[src/rtl/i2s_xcvr_pkg.sv]
// Package: register offsets and bus width shared by the transceiver blocks.
// Assumes byte addressing with 32-bit registers on 4-byte boundaries.
package i2s_xcvr_pkg;
    localparam int          REG_W     = 32;
    localparam int          ADDR_W    = 5;
    localparam logic [4:0]  OFF_RX_L  = 5'h00;
    localparam logic [4:0]  OFF_RX_R  = 5'h04;
    localparam logic [4:0]  OFF_TX_L  = 5'h08;
    localparam logic [4:0]  OFF_TX_R  = 5'h0C;
    localparam logic [4:0]  OFF_STAT  = 5'h10;
endpackage

[src/rtl/i2s_clkgen.sv]
// Module: i2s_clkgen
// Divides the master clock into the serial bit clock and the word select.
// Produces one-cycle strobes at the bit-clock fall (launch) and rise (capture).
// Assumes MCLK_PER_SCK is an even power of two (at least 4) and SLOT_W is a
// power of two, so that the counters wrap naturally.
module i2s_clkgen #(
    parameter int MCLK_PER_SCK = 4,
    parameter int SLOT_W       = 32
) (
    input  logic                      clk,
    input  logic                      rst_n,
    output logic                      sck,
    output logic                      ws,
    output logic [$clog2(SLOT_W)-1:0] slot_pos,
    output logic                      fall_stb,
    output logic                      rise_stb,
    output logic                      frame_stb
);
    localparam int DIV_W   = $clog2(MCLK_PER_SCK);
    localparam int FRAME_W = $clog2(2 * SLOT_W);
    localparam int POS_W   = $clog2(SLOT_W);

    logic [DIV_W-1:0]   div_q;
    logic [FRAME_W-1:0] bit_q;

    assign fall_stb  = (div_q == DIV_W'(MCLK_PER_SCK - 1));
    assign rise_stb  = (div_q == DIV_W'(MCLK_PER_SCK / 2 - 1));
    assign sck       = (div_q >= DIV_W'(MCLK_PER_SCK / 2));
    assign frame_stb = fall_stb && (bit_q == '1);
    assign ws        = bit_q[FRAME_W-1];
    assign slot_pos  = bit_q[POS_W-1:0];

    // Master-clock phase counter inside one bit clock.
    always_ff @(posedge clk) begin
        if (!rst_n)        div_q <= '0;
        else if (fall_stb) div_q <= '0;
        else               div_q <= div_q + 1'b1;
    end

    // Bit position inside the stereo frame, advancing at each bit-clock fall.
    always_ff @(posedge clk) begin
        if (!rst_n)        bit_q <= '0;
        else if (fall_stb) bit_q <= bit_q + 1'b1;
    end
endmodule

[src/rtl/i2s_serializer.sv]
// Module: i2s_serializer
// Holds the frame's active left/right samples and selects the bit for the
// current slot position: MSB at position 1, zero elsewhere in the slot.
// Assumes slot_pos and ws change only at the bit-clock fall, so the output
// changes there too.
module i2s_serializer #(
    parameter int SAMPLE_W = 24,
    parameter int SLOT_W   = 32
) (
    input  logic                      clk,
    input  logic                      rst_n,
    input  logic                      load_stb,
    input  logic [SAMPLE_W-1:0]       host_l,
    input  logic [SAMPLE_W-1:0]       host_r,
    input  logic                      ws,
    input  logic [$clog2(SLOT_W)-1:0] slot_pos,
    output logic                      sd
);
    localparam int POS_W = $clog2(SLOT_W);

    logic [SAMPLE_W-1:0] act_l;
    logic [SAMPLE_W-1:0] act_r;
    logic [SAMPLE_W-1:0] word;
    logic [POS_W-1:0]    idx;
    logic                in_win;

    // Copy the host samples into the shifter stage at the frame boundary.
    always_ff @(posedge clk) begin
        if (!rst_n) begin
            act_l <= '0;
            act_r <= '0;
        end else if (load_stb) begin
            act_l <= host_l;
            act_r <= host_r;
        end
    end

    // Choose the channel and bit for the present slot position.
    always_comb begin
        word   = ws ? act_r : act_l;
        in_win = (slot_pos != '0) && (slot_pos <= POS_W'(SAMPLE_W));
        idx    = POS_W'(SAMPLE_W) - slot_pos;
        sd     = in_win ? word[idx] : 1'b0;
    end
endmodule

[src/rtl/i2s_deserializer.sv]
// Module: i2s_deserializer
// Captures serial input at the bit-clock rise in slot positions 1..SAMPLE_W.
// Parks the left sample and publishes both channels as one pair with a
// one-cycle valid pulse when the last right bit arrives.
// Assumes sd_in is stable around the rise strobe.
module i2s_deserializer #(
    parameter int SAMPLE_W = 24,
    parameter int SLOT_W   = 32
) (
    input  logic                      clk,
    input  logic                      rst_n,
    input  logic                      rise_stb,
    input  logic                      ws,
    input  logic [$clog2(SLOT_W)-1:0] slot_pos,
    input  logic                      sd_in,
    output logic [SAMPLE_W-1:0]       rx_l,
    output logic [SAMPLE_W-1:0]       rx_r,
    output logic                      rx_valid
);
    localparam int POS_W = $clog2(SLOT_W);

    logic [SAMPLE_W-1:0] shift_q;
    logic [SAMPLE_W-1:0] shift_nx;
    logic [SAMPLE_W-1:0] park_l;
    logic                in_win;
    logic                last_bit;

    always_comb begin
        shift_nx = {shift_q[SAMPLE_W-2:0], sd_in};
        in_win   = (slot_pos != '0) && (slot_pos <= POS_W'(SAMPLE_W));
        last_bit = rise_stb && (slot_pos == POS_W'(SAMPLE_W));
    end

    // Shift in the sample bits of the current slot.
    always_ff @(posedge clk) begin
        if (!rst_n)                   shift_q <= '0;
        else if (rise_stb && in_win)  shift_q <= shift_nx;
    end

    // Park the completed left sample until the right one finishes.
    always_ff @(posedge clk) begin
        if (!rst_n)                park_l <= '0;
        else if (last_bit && !ws)  park_l <= shift_nx;
    end

    // Publish the pair once per frame, after the right channel.
    always_ff @(posedge clk) begin
        if (!rst_n) begin
            rx_l     <= '0;
            rx_r     <= '0;
            rx_valid <= 1'b0;
        end else begin
            rx_valid <= last_bit && ws;
            if (last_bit && ws) begin
                rx_l <= park_l;
                rx_r <= shift_nx;
            end
        end
    end
endmodule

[src/rtl/i2s_regfile.sv]
// Module: i2s_regfile
// Polled host register window: receive pair, transmit pair and status.
// Handles sign extension on reads and the sticky new-sample flag.
// Assumes single-cycle strobes and that a write and a read do not overlap.
module i2s_regfile
    import i2s_xcvr_pkg::*;
#(
    parameter int SAMPLE_W = 24
) (
    input  logic                clk,
    input  logic                rst_n,
    input  logic                host_wr,
    input  logic                host_rd,
    input  logic [ADDR_W-1:0]   host_addr,
    input  logic [REG_W-1:0]    host_wdata,
    output logic [REG_W-1:0]    host_rdata,
    input  logic [SAMPLE_W-1:0] rx_l,
    input  logic [SAMPLE_W-1:0] rx_r,
    input  logic                rx_valid,
    output logic [SAMPLE_W-1:0] tx_l,
    output logic [SAMPLE_W-1:0] tx_r,
    output logic                new_flag
);
    localparam int EXT_W = REG_W - SAMPLE_W;

    logic [REG_W-1:0] rd_mux;

    // Host-side transmit holding registers.
    always_ff @(posedge clk) begin
        if (!rst_n) begin
            tx_l <= '0;
            tx_r <= '0;
        end else if (host_wr) begin
            if (host_addr == OFF_TX_L) tx_l <= host_wdata[SAMPLE_W-1:0];
            if (host_addr == OFF_TX_R) tx_r <= host_wdata[SAMPLE_W-1:0];
        end
    end

    // Sticky new-sample flag; a fresh update wins over the clearing read.
    always_ff @(posedge clk) begin
        if (!rst_n)                                   new_flag <= 1'b0;
        else if (rx_valid)                            new_flag <= 1'b1;
        else if (host_rd && host_addr == OFF_RX_R)    new_flag <= 1'b0;
    end

    // Read-data selection with sign extension of the samples.
    always_comb begin
        case (host_addr)
            OFF_RX_L: rd_mux = {{EXT_W{rx_l[SAMPLE_W-1]}}, rx_l};
            OFF_RX_R: rd_mux = {{EXT_W{rx_r[SAMPLE_W-1]}}, rx_r};
            OFF_TX_L: rd_mux = {{EXT_W{tx_l[SAMPLE_W-1]}}, tx_l};
            OFF_TX_R: rd_mux = {{EXT_W{tx_r[SAMPLE_W-1]}}, tx_r};
            OFF_STAT: rd_mux = {{(REG_W-1){1'b0}}, new_flag};
            default:  rd_mux = '0;
        endcase
    end

    // Registered read data, held between reads.
    always_ff @(posedge clk) begin
        if (!rst_n)       host_rdata <= '0;
        else if (host_rd) host_rdata <= rd_mux;
    end
endmodule

[src/rtl/i2s_xcvr.sv]
// Module: i2s_xcvr
// Top of the polled stereo I2S master: clock generation, transmit shifter,
// receive shifter and the host register window.
// Assumes clk is the codec master clock and i2s_sd_in is driven by the codec
// in step with i2s_sck.
module i2s_xcvr
    import i2s_xcvr_pkg::*;
#(
    parameter int MCLK_PER_SCK = 4,
    parameter int SLOT_W       = 32,
    parameter int SAMPLE_W     = 24
) (
    input  logic              clk,
    input  logic              rst_n,
    input  logic              host_wr,
    input  logic              host_rd,
    input  logic [ADDR_W-1:0] host_addr,
    input  logic [REG_W-1:0]  host_wdata,
    output logic [REG_W-1:0]  host_rdata,
    output logic              i2s_sck,
    output logic              i2s_ws,
    output logic              i2s_sd_out,
    input  logic              i2s_sd_in
);
    localparam int POS_W = $clog2(SLOT_W);

    logic [POS_W-1:0]    slot_pos;
    logic                fall_stb;
    logic                rise_stb;
    logic                frame_stb;
    logic [SAMPLE_W-1:0] tx_left;
    logic [SAMPLE_W-1:0] tx_right;
    logic [SAMPLE_W-1:0] rx_left;
    logic [SAMPLE_W-1:0] rx_right;
    logic                rx_valid;
    logic                new_flag;

    i2s_clkgen #(.MCLK_PER_SCK(MCLK_PER_SCK), .SLOT_W(SLOT_W)) u_clk (
        .clk(clk), .rst_n(rst_n), .sck(i2s_sck), .ws(i2s_ws),
        .slot_pos(slot_pos), .fall_stb(fall_stb), .rise_stb(rise_stb),
        .frame_stb(frame_stb)
    );

    i2s_serializer #(.SAMPLE_W(SAMPLE_W), .SLOT_W(SLOT_W)) u_ser (
        .clk(clk), .rst_n(rst_n), .load_stb(frame_stb),
        .host_l(tx_left), .host_r(tx_right), .ws(i2s_ws),
        .slot_pos(slot_pos), .sd(i2s_sd_out)
    );

    i2s_deserializer #(.SAMPLE_W(SAMPLE_W), .SLOT_W(SLOT_W)) u_des (
        .clk(clk), .rst_n(rst_n), .rise_stb(rise_stb), .ws(i2s_ws),
        .slot_pos(slot_pos), .sd_in(i2s_sd_in),
        .rx_l(rx_left), .rx_r(rx_right), .rx_valid(rx_valid)
    );

    i2s_regfile #(.SAMPLE_W(SAMPLE_W)) u_regs (
        .clk(clk), .rst_n(rst_n), .host_wr(host_wr), .host_rd(host_rd),
        .host_addr(host_addr), .host_wdata(host_wdata), .host_rdata(host_rdata),
        .rx_l(rx_left), .rx_r(rx_right), .rx_valid(rx_valid),
        .tx_l(tx_left), .tx_r(tx_right), .new_flag(new_flag)
    );
endmodule

[config.mk]
export PLATFORM = sky130hd
export DESIGN_NAME = i2s_xcvr
export DESIGN_NICKNAME = d
export VERILOG_FILES = /design/src/rtl/i2s_xcvr_pkg.sv /design/src/rtl/i2s_clkgen.sv /design/src/rtl/i2s_serializer.sv /design/src/rtl/i2s_deserializer.sv /design/src/rtl/i2s_regfile.sv /design/src/rtl/i2s_xcvr.sv
export SDC_FILE = /design/constraint.sdc
export NUM_CORES = 1
export LEC_CHECK = 0
export BUFFER_PORTS_ARGS = -buffer_cell sky130_fd_sc_hd__buf_2
export CAP_MARGIN = 5
export CORE_ASPECT_RATIO = 1.25
export CORE_MARGIN = 3
export CORE_UTILIZATION = 65
export CTS_CLUSTER_SIZE = 28
export DETAILED_ROUTE_END_ITERATION = 7
export GPL_ROUTABILITY_DRIVEN = 0
export PLACE_DENSITY = 0.87
export SETUP_SLACK_MARGIN = 0.2
export SYNTH_ARGS = -nofsm -noshare
export SYNTH_HDL_FRONTEND = slang
export SYNTH_HIERARCHICAL = 1
export SYNTH_SLANG_ARGS = --single-unit
[constraint.sdc]
create_clock -name clk -period 5.6 [get_ports clk]
set_clock_uncertainty 0.05 [all_clocks]
set_input_delay 0.56 -clock clk [delete_from_list [all_inputs] [get_ports clk]]
set_output_delay 0.56 -clock clk [all_outputs]
set_load 0.05 [all_outputs]
==> summary.txt, run 1 <==
CTS
  • Clock buffer depth: 3
  • Clock transition at the registers of the reported paths: ~0.070 ns
  • # hold bufs at CTS: 0
  • CTS tree: done
  • CTS HTree Levels: 1
  • CTS buffer count: 22
  • TritonCTS sink count: about 230
  • Postcts setup bufs: 0
  • Clock Latency Late Sink: roughly 0.50 ns
  • CTS root buffer: clkbuf_16
  • CTS resizes: 0

Setup path
  • Crit. Startpoint: u_clk/bit_q[1]
  • CP cell instances: inv_1, ha_1, mux2_2, o21ai_0, a2111oi_0, o32ai_1, nand2_1, buf_2
  • Slowest library cell on the worst path: ha_1
  • Critical path type: reg2out
  • Reg2Reg Capture Point: u_ser/act_l[21]
  • Crit path depth: 8
  • Slowest cell delay on critical path: roughly 0.6 ns
  • Path depth of the worst reg2reg path: 7
  • Worst Path Arrival: ~3.2 ns
  • Critical path's top delay family: compound AO/OA/AOI/OAI gates
  • Critical Path RT: between 4 and 5 ns
  • R2r setup slk: 2.55 ns
  • Worst setup EP type: primary output
  • Worst Path Buf+Inv: 2
  • R2r startpoint: u_clk/bit_q[0]
  • Worst Setup Start Kind: register
  • Crit-path max FO: 11

Synthesis
  • Yosys Warn Count: 6
  • Seq cells post-synth: 225
  • Net count after synthesis: ~1.2k
  • Ys async rst share: 0
  • Top cell type's share of synthesized area: 0.411
  • Main synth FF type: dfxtp_1
  • Post-synth cell types: between 50 and 60
  • Post-synth EDFFs: 0
  • Post-synthesis cell area: ~0.011 mm2
  • Synth top area cells: dfxtp_1 41%, mux2i_1 11%, a21oi_1 5.7%, nand4_1 5.5%, o31ai_1 5.1%
  • Cell taking the most area after synthesis: dfxtp_1
  • Synthesized instance count: 1196
  • Seq/Total Area, Yosys: 0.411
  • Syn avg cell area: 9.16 um2

Timing
  • Tmin final: between 3 and 4 ns
  • Fmax: ~0.27 GHz
  • Fin. Hold Viols: 0
  • Setup TNS: 0 ns
  • Endpoints failing setup: 0
  • Max transition margin: 0.184
  • Worst slew pin tran: roughly 1.2 ns
  • RSZ-0062 raised after global routing: false
  • Final worst slack: about 1.8 ns
  • Post-route clock period utilization: 0.673
  • Fin. max-slew vios: 0

Layout
  • Layout cells sized above 1: 0.128
  • Register Area: between 0.004 and 0.005 mm2
  • Multi-input gate area: about 0.0058 mm2
  • Final Util: 0.726
  • Fill count: 1095
  • Fin nets: 1208
  • Most frequent cells in the layout: 224 x dfxtp_1, 125 x a21oi_1, 121 x mux2i_1
  • Most common cell after layout, fill and taps aside: dfxtp_1
  • Ant. Diodes: 0
  • Syn-to-layout area delta: 8.34%

Die
  • Core area: ~0.016 mm2
  • # IOs: between 70 and 80
  • Initial Util: 0.671
  • FP Rows: 52
  • Die Width: approximately 120 um
  • Die ar.: 0.0184 mm2
  • Die Height: approximately 150 um

GRT
  • Initial antenna violation count: 0
  • GR peak layer: met2
  • Tot GR Track Use: 0.305
  • Number of global-route vias before repair: a little under 9k
  • Pin count of the biggest net entering global routing: 77
  • Met1 usage in global routing: 0.423
  • Global-route wire length before repair: 46.2 mm
  • Met2 usage: 0.480
  • Met3 Usage GRT: 0.0575
  • Gr ovfl total: 0

Routing
  • Drt first pass iters: 6
  • DRC marker count from the first detailed-route iteration: roughly 1.6k
  • Routed WL: around 29 mm
  • WL per Instance: 21.0 um
  • Avg Vias per Cell: between 6 and 7
  • Routed Antenna Nets: 0
  • DRC: 0
  • Total number of vias: 9706

Hold path
  • Worst Hold Class: in2reg
  • Hold Crit Endpoint: u_regs/tx_r[2]
  • Worst hold path depth: 3
  • Hold path start: host_wdata[2]

Placement
  • Number of port buffers: a little under 70
  • Pre-CTS setup slack: about 2.5 ns
  • HPWL after DPL: approximately 16 mm

Outcome
  • Status: finished clean

Power and ir drop
  • Peak supply drop: between 0.2 and 0.25 mV
  • Leakage: between 3 and 4 nW
  • Power Dens Cells: just under 300 mW/mm2

Flow run
  • Max-cap violations: 0
[power by group]
part / internal (mW) / switching (mW)
sequential: 1.61 / 0.00622
clock: 1.00 / 0.626
combinational: 0.0554 / 0.156
[logic make-up after synthesis]
kind of cell / Yosys count / share of synthesized area
AO/OA/AOI/OAI: 355 / 0.197
XOR/XNOR: 9 / 0.00788
adder cells (fa/ha/maj): 5 / 0.00571
buffers and inverters: 158 / 0.0674
flip-flops: 225 / 0.411
multiplexers: 135 / 0.137
AND/OR/NAND/NOR: 309 / 0.173
[per-layer routing]
metal / wire length, um / vias up
li1: - / 4427
met3: 2380 / 60
met5: 0 / -
met4: 751 / 0
met1: 12200 / 4711
met2: 13900 / 508
[worst min-delay path, cell delays in order]
cell and delay [ns]:
buf_2 0.10, nand3_1 0.05, a21oi_1 0.05
[cell type report]
type / count / area share
multi-input combinational: 813 / 0.485
timing repair buffer: 89 / 0.0420
inverter: 10 / 0.00316
clock inverter: 11 / 0.0158
clock buffer: 26 / 0.0511
tap: 216 / 0.0228
sequential: 225 / 0.380
[metrics by stage]
stage                     area (um2)  std cells  power, mW  hold slack [ns]
after floorplan                11000       1196       1.80            0.361
after global placement         11100       1353       1.85            0.371
after detailed placement       11100       1353       1.85            0.377
after CTS                      11900       1390       3.45            0.259
after global routing           11900       1390       3.54            0.264
final                          11900       1390       3.45            0.264
[state kept, by name (all words and copies together), names as in the netlist]
signal,flops
u_regs/new_flag,1
u_regs/tx_l,24
u_des/rx_valid,1
u_regs/host_rdata,24
u_ser/act_l,24
u_ser/act_r,24
u_clk/div_q,2
u_des/rx_r,24
u_des/park_l,24
u_des/rx_l,24
u_regs/tx_r,24
u_des/shift_q,23
u_clk/bit_q,6
[worst max path at each step]
stage          slack (ns)    endpoint
5_1_grt              1.66  i2s_sd_out
2_1_floorplan        2.66  i2s_sd_out
3_5_place_dp         2.49  i2s_sd_out
3_3_place_gp         2.51  i2s_sd_out
4_1_cts              1.90  i2s_sd_out
6_report             1.83  i2s_sd_out
[Yosys cell counts, drive strengths merged, types with 2 or more instances]
cell type  instances
nand2b             2
mux2               4
dfxtp            225
clkbuf            92
mux4              10
nand2              5
nor2              10
nand3             52
or4                2
nand4             97
xor2               5
nor3b             24
xnor2              4
clkinv             2
a211oi             2
and2               5
buf               56
nor4               2
nor3               4
a31oi             49
ha                 5
inv                8
o21ai             54
o22ai             23
a22o              23
mux2i            121
or3                2
a21oi            125
o31ai             75
nor2b             75
and3              24
Power figures use the tool's default switching activity.
==> inputs of run 2 (changes only) <==
--- a/config.mk
+++ b/config.mk
@@ -9,11 +9,11 @@
 export CAP_MARGIN = 5
 export CORE_ASPECT_RATIO = 1.25
 export CORE_MARGIN = 3
-export CORE_UTILIZATION = 65
+export CORE_UTILIZATION = 55
 export CTS_CLUSTER_SIZE = 28
 export DETAILED_ROUTE_END_ITERATION = 7
 export GPL_ROUTABILITY_DRIVEN = 0
-export PLACE_DENSITY = 0.87
+export PLACE_DENSITY = 0.79
 export SETUP_SLACK_MARGIN = 0.2
 export SYNTH_ARGS = -nofsm -noshare
 export SYNTH_HDL_FRONTEND = slang
==> constraint.sdc (replaced) <==
create_clock -name clk -period 3 [get_ports clk]
set_clock_uncertainty 0.05 [all_clocks]
set_input_delay 0.3 -clock clk [delete_from_list [all_inputs] [get_ports clk]]
set_output_delay 0.3 -clock clk [all_outputs]
set_load 0.05 [all_outputs]
==> run 2 against run 1 <==
Total power up 83%. Via count down 3.3%. Clock power up 78%. Critical endpoint unchanged. Largest cell class unchanged. Largest power group is now sequential cells. Highest routed layer unchanged.
==> summary.txt, run 2 (synthesis results as in run 1) <==
Layout
  • Most common cell after layout, fill and taps aside: dfxtp_1
  • Layout cells sized above 1: 0.148 (+0.0202)
  • Ant. Diodes: 0 (unchanged)
  • Most frequent cells in the layout: 223 x dfxtp_1, 124 x a21oi_1, 121 x mux2i_1
  • Final Util: 0.628 (-0.0981)
  • Syn-to-layout area delta: 11.7%
  • Fin nets: 1228 (+1.7%)

Setup path
  • CP cell instances: buf_8, mux4_1, mux4_2, nand2_1, nand2_1, buf_6
  • Slowest cell delay on critical path: 0.57 ns (-0.03 ns)
  • R2r startpoint: u_clk/bit_q[4]
  • Worst Path Arrival: 2.42 ns (-0.74 ns)
  • Crit-path max FO: 5 (-6)
  • Worst setup EP type: primary output
  • Critical path's top delay family: multiplexers
  • R2r setup slk: 0.78 ns (-1.77 ns)
  • Worst Path Buf+Inv: 2 (unchanged)
  • Worst Setup Start Kind: register
  • Slowest library cell on the worst path: mux4_1
  • Reg2Reg Capture Point: u_des/rx_r[15]
  • Path depth of the worst reg2reg path: 5 (-2)
  • Crit path depth: 6 (-2)
  • Cell mode on critical path: nand2_1
  • Critical path type: reg2out
  • Critical Path RT: 2.65 ns (-2.34 ns)

GRT
  • Pin count of the biggest net entering global routing: 74 (-3.9%)
  • Tot GR Track Use: 0.248 (-0.0571)
  • Initial antenna violation count: 0 (unchanged)
  • Number of global-route vias before repair: 8783 (-1.0%)
  • Gr ovfl total: 0 (unchanged)
  • Global-route wire length before repair: 45.5 mm (-1.7%)

Timing
  • Setup TNS: 0 ns (unchanged)
  • Endpoints failing setup: 0 (unchanged)
  • Max transition margin: 0.395 (+0.210)
  • Post-route clock period utilization: 0.922
  • Worst slew pin tran: 0.908 ns (-0.316 ns)
  • RSZ-0062 raised after global routing: false
  • Fin. max-slew vios: 0 (unchanged)
  • Fmax: ~0.36 GHz
  • Fin. Hold Viols: 0 (unchanged)
  • Final worst slack: 0.233 ns (-1.60 ns)
  • Tmin final: around 2.8 ns

Placement
  • HPWL after DPL: 16.8 mm (+2.0%)
  • Pre-CTS setup slack: 0.572 ns (-1.91 ns)
  • Number of port buffers: 68 (unchanged)

Outcome
  • Status: finished clean

Routing
  • Routed Antenna Nets: 0 (unchanged)
  • Routed WL: 28.1 mm (-3.8%)
  • DRC: 0 (unchanged)
  • Total number of vias: 9386 (-3.3%)
  • WL per Instance: 19.2 um (-8.5%)
  • Drt first pass iters: 5 (-1)
  • Avg Vias per Cell: 6.42 (-8.0%)
  • DRC marker count from the first detailed-route iteration: 967 (-39%)

Power and ir drop
  • Combinational share of power: 0.067 (+0.006)
  • Power Dens Cells: 517 mW/mm2 (+78%)
  • Net Sw Power: 1.46 mW (+86%)
  • Leakage: 4.10 nW (+3.0%)
  • Tot Pwr: 6.33 mW (+83%)
  • Peak supply drop: 0.389 mV (+77%)
  • Clk network pwr share: 0.458 (-0.014)
  • Register share of total power: 0.475 (+0.008)
  • Switch share: 0.231 (+0.00312)
  • Internal power: 4.87 mW (+83%)

Die
  • Initial Util: 0.562 (-0.108)
  • FP Rows: 57 (+9.6%)
  • Die Width: 132 um (+8.3%)
  • Die Height: 164 um (+8.4%)
  • Core area: 0.0195 mm2 (+19%)
  • Die ar.: 0.0216 mm2 (+17%)
  • # IOs: 77 (unchanged)

CTS
  • CTS buffer count: 22 (unchanged)
  • CTS root buffer: clkbuf_16
  • Clock buffer depth: 3 (unchanged)
  • Clock Latency Late Sink: 0.50 ns (about the same)
  • CTS tree: done
  • CTS HTree Levels: 1 (unchanged)
  • TritonCTS sink count: 225 (unchanged)
  • Clock transition at the registers of the reported paths: 0.06 ns (about the same)

Hold path
  • Worst hold path depth: 3 (unchanged)
  • Hold Crit Endpoint: u_regs/tx_r[11]
  • Worst Hold Class: in2reg
  • Hold path start: host_wdata[11]

Flow run
  • Max-cap violations: 0 (unchanged)
## run 2: cell types whose count changed in the layout (fill, tap and decap cells not counted), sizes merged
cell         delta
clkbuf          +6
inv             -1
clkinvlp        +1
buf            +15
dlygate4sd3     +5
bufinv          -3
clkinv          -1
## run 2: cell type report
type                       count  area, um2
timing repair buffer         109        766
clock inverter                 7       87.6
sequential                   225       4510
inverter                      10       37.5
fill                        1561       7240
clock buffer                  32        679
multi-input combinational    813       5820
tap                          265        332
## run 2: worst max-delay path by stage
stage	from	end	slack, ns
floorplan	u_clk/bit_q[0]	i2s_sd_out	0.32
global placement	u_clk/bit_q[0]	i2s_sd_out	0.58
detailed placement	u_clk/bit_q[0]	i2s_sd_out	0.57
CTS	u_clk/bit_q[0]	i2s_sd_out	0.22
global route	u_clk/bit_q[0]	i2s_sd_out	0.20
finish	u_clk/bit_q[0]	i2s_sd_out	0.23
## run 2: power groups by stage
stage	Combinational, mW	Clock, mW	Sequential, mW
6_report	0.425	2.90	3.01
5_1_grt	0.453	3.05	3.01
4_1_cts	0.410	2.93	3.01
3_5_place_dp	0.394	0	3.08
2_1_floorplan	0.293	0	3.07
3_3_place_gp	0.391	0	3.07
## run 2: metrics by stage
step / std cells / hold WS (ns) / area, um2
6_report: 1461 / 0.00734 / 12200
5_1_grt: 1461 / 0.00960 / 12200
4_1_cts: 1460 / 0.000406 / 12200
3_5_place_dp: 1414 / 0.405 / 11300
3_3_place_gp: 1414 / 0.397 / 11300
2_1_floorplan: 1196 / 0.361 / 11000
## run 2: worst reg2reg max path, cell delays in order, from the launching register on
cell	delay (ns)
dfxtp_1	0.65
buf_4	0.49
and3_2	0.30
buf_12	0.28
nand4_1	0.19
a21oi_1	0.18
## run 2: per-layer routing
layer / global-route usage / vias to the layer above / wire length, um
li1: - / 4465 / -
met1: 0.332 / 4583 / 12500
met2: 0.417 / 284 / 13300
met3: 0.0349 / 54 / 1520
met4: 0.0836 / 0 / 733
met5: 0 / - / 0
## run 2: repair_timing
item	CTS	global route
setup buffers	1	1
pin swaps	1	4
cloned	1	0
hold endpoints to repair	8	0
endpoints found under the setup margin	1	1
resized for setup	11	12
hold buffers	5	0
==> inputs of run 3 (changes only) <==
--- a/config.mk
+++ b/config.mk
@@ -9,11 +9,11 @@
 export CAP_MARGIN = 5
 export CORE_ASPECT_RATIO = 1.25
 export CORE_MARGIN = 3
-export CORE_UTILIZATION = 55
+export CORE_UTILIZATION = 65
 export CTS_CLUSTER_SIZE = 28
 export DETAILED_ROUTE_END_ITERATION = 7
 export GPL_ROUTABILITY_DRIVEN = 0
-export PLACE_DENSITY = 0.79
+export PLACE_DENSITY = 0.87
 export SETUP_SLACK_MARGIN = 0.2
 export SYNTH_ARGS = -nofsm -noshare
 export SYNTH_HDL_FRONTEND = slang
==> constraint.sdc (replaced) <==
create_clock -name clk -period 3.35 [get_ports clk]
set_clock_uncertainty 0.05 [all_clocks]
set_input_delay 0.335 -clock clk [delete_from_list [all_inputs] [get_ports clk]]
set_output_delay 0.335 -clock clk [all_outputs]
set_load 0.05 [all_outputs]
==> run 3 against run 2 <==
Global-route usage rose by 5.1 points. Sequential share of layout area increased by 0.86 points. Total power is 11% lower. Worst hold slack improved by 0.031 ns. Combinational power decreased by 15%. Die area is 15% lower. Register-to-register slack gained 0.23 ns. Clock-buffer cell count rose by 3. First-iteration DRC count grew 53%. Final cell count shrank 4.2%. Clock power shrank 12%. Core utilization grew 10 points.
==> summary.txt, run 3 (synthesis results as in run 1) <==
Power and ir drop
  • Clk network pwr share: 0.456 (-0.002)
  • Register share of total power: 0.480 (+0.005)
  • Leakage: 4.02 nW (-2.1%)
  • Combinational share of power: 0.064 (-0.003)
  • Switch share: 0.234 (+0.00271)
  • Peak supply drop: 0.365 mV (-6.2%)
  • Internal power: 4.30 mW (-12%)
  • Power Dens Cells: 470 mW/mm2 (-9.2%)
  • Net Sw Power: 1.31 mW (-10%)

GRT
  • Met3 Usage GRT: 0.0403 (+0.00542)
  • Met2 usage: 0.488 (+0.0717)
  • Gr ovfl total: 0 (unchanged)
  • Global-route wire length before repair: 45.2 mm (-0.49%)
  • Tot GR Track Use: 0.300 (+0.0515)
  • GR peak layer: met2
  • Initial antenna violation count: 0 (unchanged)
  • Met1 usage in global routing: 0.413 (+0.0810)
  • Pin count of the biggest net entering global routing: 75 (+1.4%)
  • Number of global-route vias before repair: 8779 (-0.046%)

Setup path
  • R2r startpoint: u_clk/div_q[0]
  • Worst Path Arrival: 2.69 ns (+0.27 ns)
  • Critical Path RT: 2.96 ns (+0.31 ns)
  • Worst setup EP type: primary output
  • Path depth of the worst reg2reg path: 6 (+1)
  • Reg2Reg Capture Point: u_des/rx_r[16]
  • Worst Setup Start Kind: register
  • R2r setup slk: 1.01 ns (+0.23 ns)
  • Crit. Startpoint: u_clk/bit_q[0]
  • Crit-path max FO: 24 (+19)
  • Worst setup endpoint: i2s_sd_out
  • Critical path type: reg2out

Die
  • Core area: 0.0163 mm2 (-16%)
  • FP Rows: 52 (-8.8%)
  • Initial Util: 0.671 (+0.108)
  • # IOs: 77 (unchanged)
  • Die ar.: 0.0184 mm2 (-15%)
  • Die Height: 151 um (-7.7%)
  • Die Width: 122 um (-7.7%)

Timing
  • Post-route clock period utilization: 0.917
  • RSZ-0062 raised after global routing: false
  • Fin. max-slew vios: 0 (unchanged)
  • Worst slew pin tran: 1.05 ns (+0.144 ns)
  • Setup TNS: 0 ns (unchanged)
  • Fin. Hold Viols: 0 (unchanged)
  • Fmax: 0.326 GHz
  • Tmin final: 3.07 ns
  • Final worst slack: 0.278 ns (+0.0458 ns)
  • Max transition margin: 0.299 (-0.0959)
  • Endpoints failing setup: 0 (unchanged)

CTS
  • CTS root buffer: clkbuf_16
  • Clock transition at the registers of the reported paths: 0.06 ns (about the same)
  • TritonCTS sink count: 225 (unchanged)
  • Clock buffer depth: 3 (unchanged)
  • CTS tree: done
  • CTS buffer count: 22 (unchanged)
  • CTS HTree Levels: 1 (unchanged)
  • Clock Latency Late Sink: 0.51 ns (about the same)

Layout
  • Layout Cells excl Fill: 1400 (-4.2%)
  • Multi-input gate area: 0.00578 mm2 (-0.77%)
  • Most common cell after layout, fill and taps aside: dfxtp_1
  • Fin nets: 1215 (-1.1%)
  • Layout cells sized above 1: 0.136 (-0.0120)
  • Register Area: 0.00451 mm2 (about the same)
  • Syn-to-layout area delta: 9.14%
  • Most frequent cells in the layout: 222 x dfxtp_1, 125 x a21oi_1, 121 x mux2i_1
  • Ant. Diodes: 0 (unchanged)
  • Fill count: 1104 (-29%)

Routing
  • DRC: 0 (unchanged)
  • Avg Vias per Cell: 6.86 (+6.8%)
  • DRC marker count from the first detailed-route iteration: 1479 (+53%)
  • Total number of vias: 9605 (+2.3%)
  • Drt first pass iters: 6 (+1)
  • Routed Antenna Nets: 0 (unchanged)
  • Routed WL: 28.7 mm (+2.1%)
  • WL per Instance: 20.5 um (+6.5%)

Placement
  • Number of port buffers: 68 (unchanged)
  • HPWL after DPL: 16.6 mm (-0.68%)
  • Inst Count DP: 1360 (-3.8%)
  • Pre-CTS setup slack: 0.594 ns (+0.0224 ns)

Hold path
  • Worst Hold Class: in2reg
  • Hold path start: host_wdata[18]

Outcome
  • Status: finished clean

Flow run
  • Max-cap violations: 0 (unchanged)
run 3: cell types whose count changed in the layout (fill, tap and decap cells not counted), moves of 2 or more:
cell and delta:
dlygate4sd3_1 -5, buf_12 -3, buf_4 -3, buf_6 -2, clkbuf_1 +2, clkinv_2 -2
dfxtp_2 +2, nor2b_1 +2, nor2b_2 -2
run 3: final cells by class:
class | instances | share of cell area
Clock inverter | 5 | 0.00471
Sequential cell | 225 | 0.377
Clock buffer | 35 | 0.0586
Multi-Input combinational cell | 813 | 0.483
Tap cell | 216 | 0.0226
Inverter | 10 | 0.00314
Timing Repair Buffer | 96 | 0.0503
run 3: critical path: stages (launching register included):
cell      delay, ns
dfxtp_1        0.38
buf_12         0.21
mux4_2         0.54
nor2b_1        0.17
a211oi_2       0.22
a21oi_1        0.10
o32ai_1        0.18
nand2_1        0.14
buf_2          0.23
run 3: timing repair:
item / 4_1_cts / 5_1_grt
hold buffers: 0 / 0
pin swaps: 0 / 1
buffers inserted: 0 / 0
resized for setup: 3 / 5
endpoints found under the setup margin: 1 / 1
run 3: worst min-delay path by stage:
stage,to,slack (ns),depth (start not counted)
5_1_grt,u_regs/tx_r[10],0.03,3
4_1_cts,u_regs/tx_l[18],0.03,3
2_1_floorplan,u_regs/new_flag,0.36,2
6_report,u_regs/tx_l[18],0.04,3
3_5_place_dp,u_regs/new_flag,0.38,2
3_3_place_gp,u_regs/new_flag,0.37,2
run 3: through the flow:
| step | hold WS (ns) | area [um2] | power, mW | util |
|---|---|---|---|---|
| 2_1_floorplan | 0.361 | 11000 | 3.01 | - |
| 3_3_place_gp | 0.369 | 11200 | 3.10 | 0.683 |
| 3_5_place_dp | 0.382 | 11200 | 3.10 | 0.683 |
| 4_1_cts | 0.0292 | 11900 | 5.61 | 0.730 |
| 5_1_grt | 0.0349 | 12000 | 5.75 | 0.732 |
| 6_report | 0.0386 | 12000 | 5.61 | 0.732 |
run 3: power by group through the flow:
stage	registers, mW	clock network [mW]	logic, mW
after detailed placement	2.75	0	0.345
final	2.69	2.56	0.361
after global placement	2.75	0	0.343
after global routing	2.69	2.67	0.384
after floorplan	2.75	0	0.262
after CTS	2.69	2.57	0.347
run 3: per-layer routing:
| metal | vias up | routed length, um |
|---|---|---|
| li1 | 4439 | - |
| met1 | 4684 | 12200 |
| met2 | 423 | 13800 |
| met3 | 59 | 1940 |
| met4 | 0 | 744 |
| met5 | - | 0 |
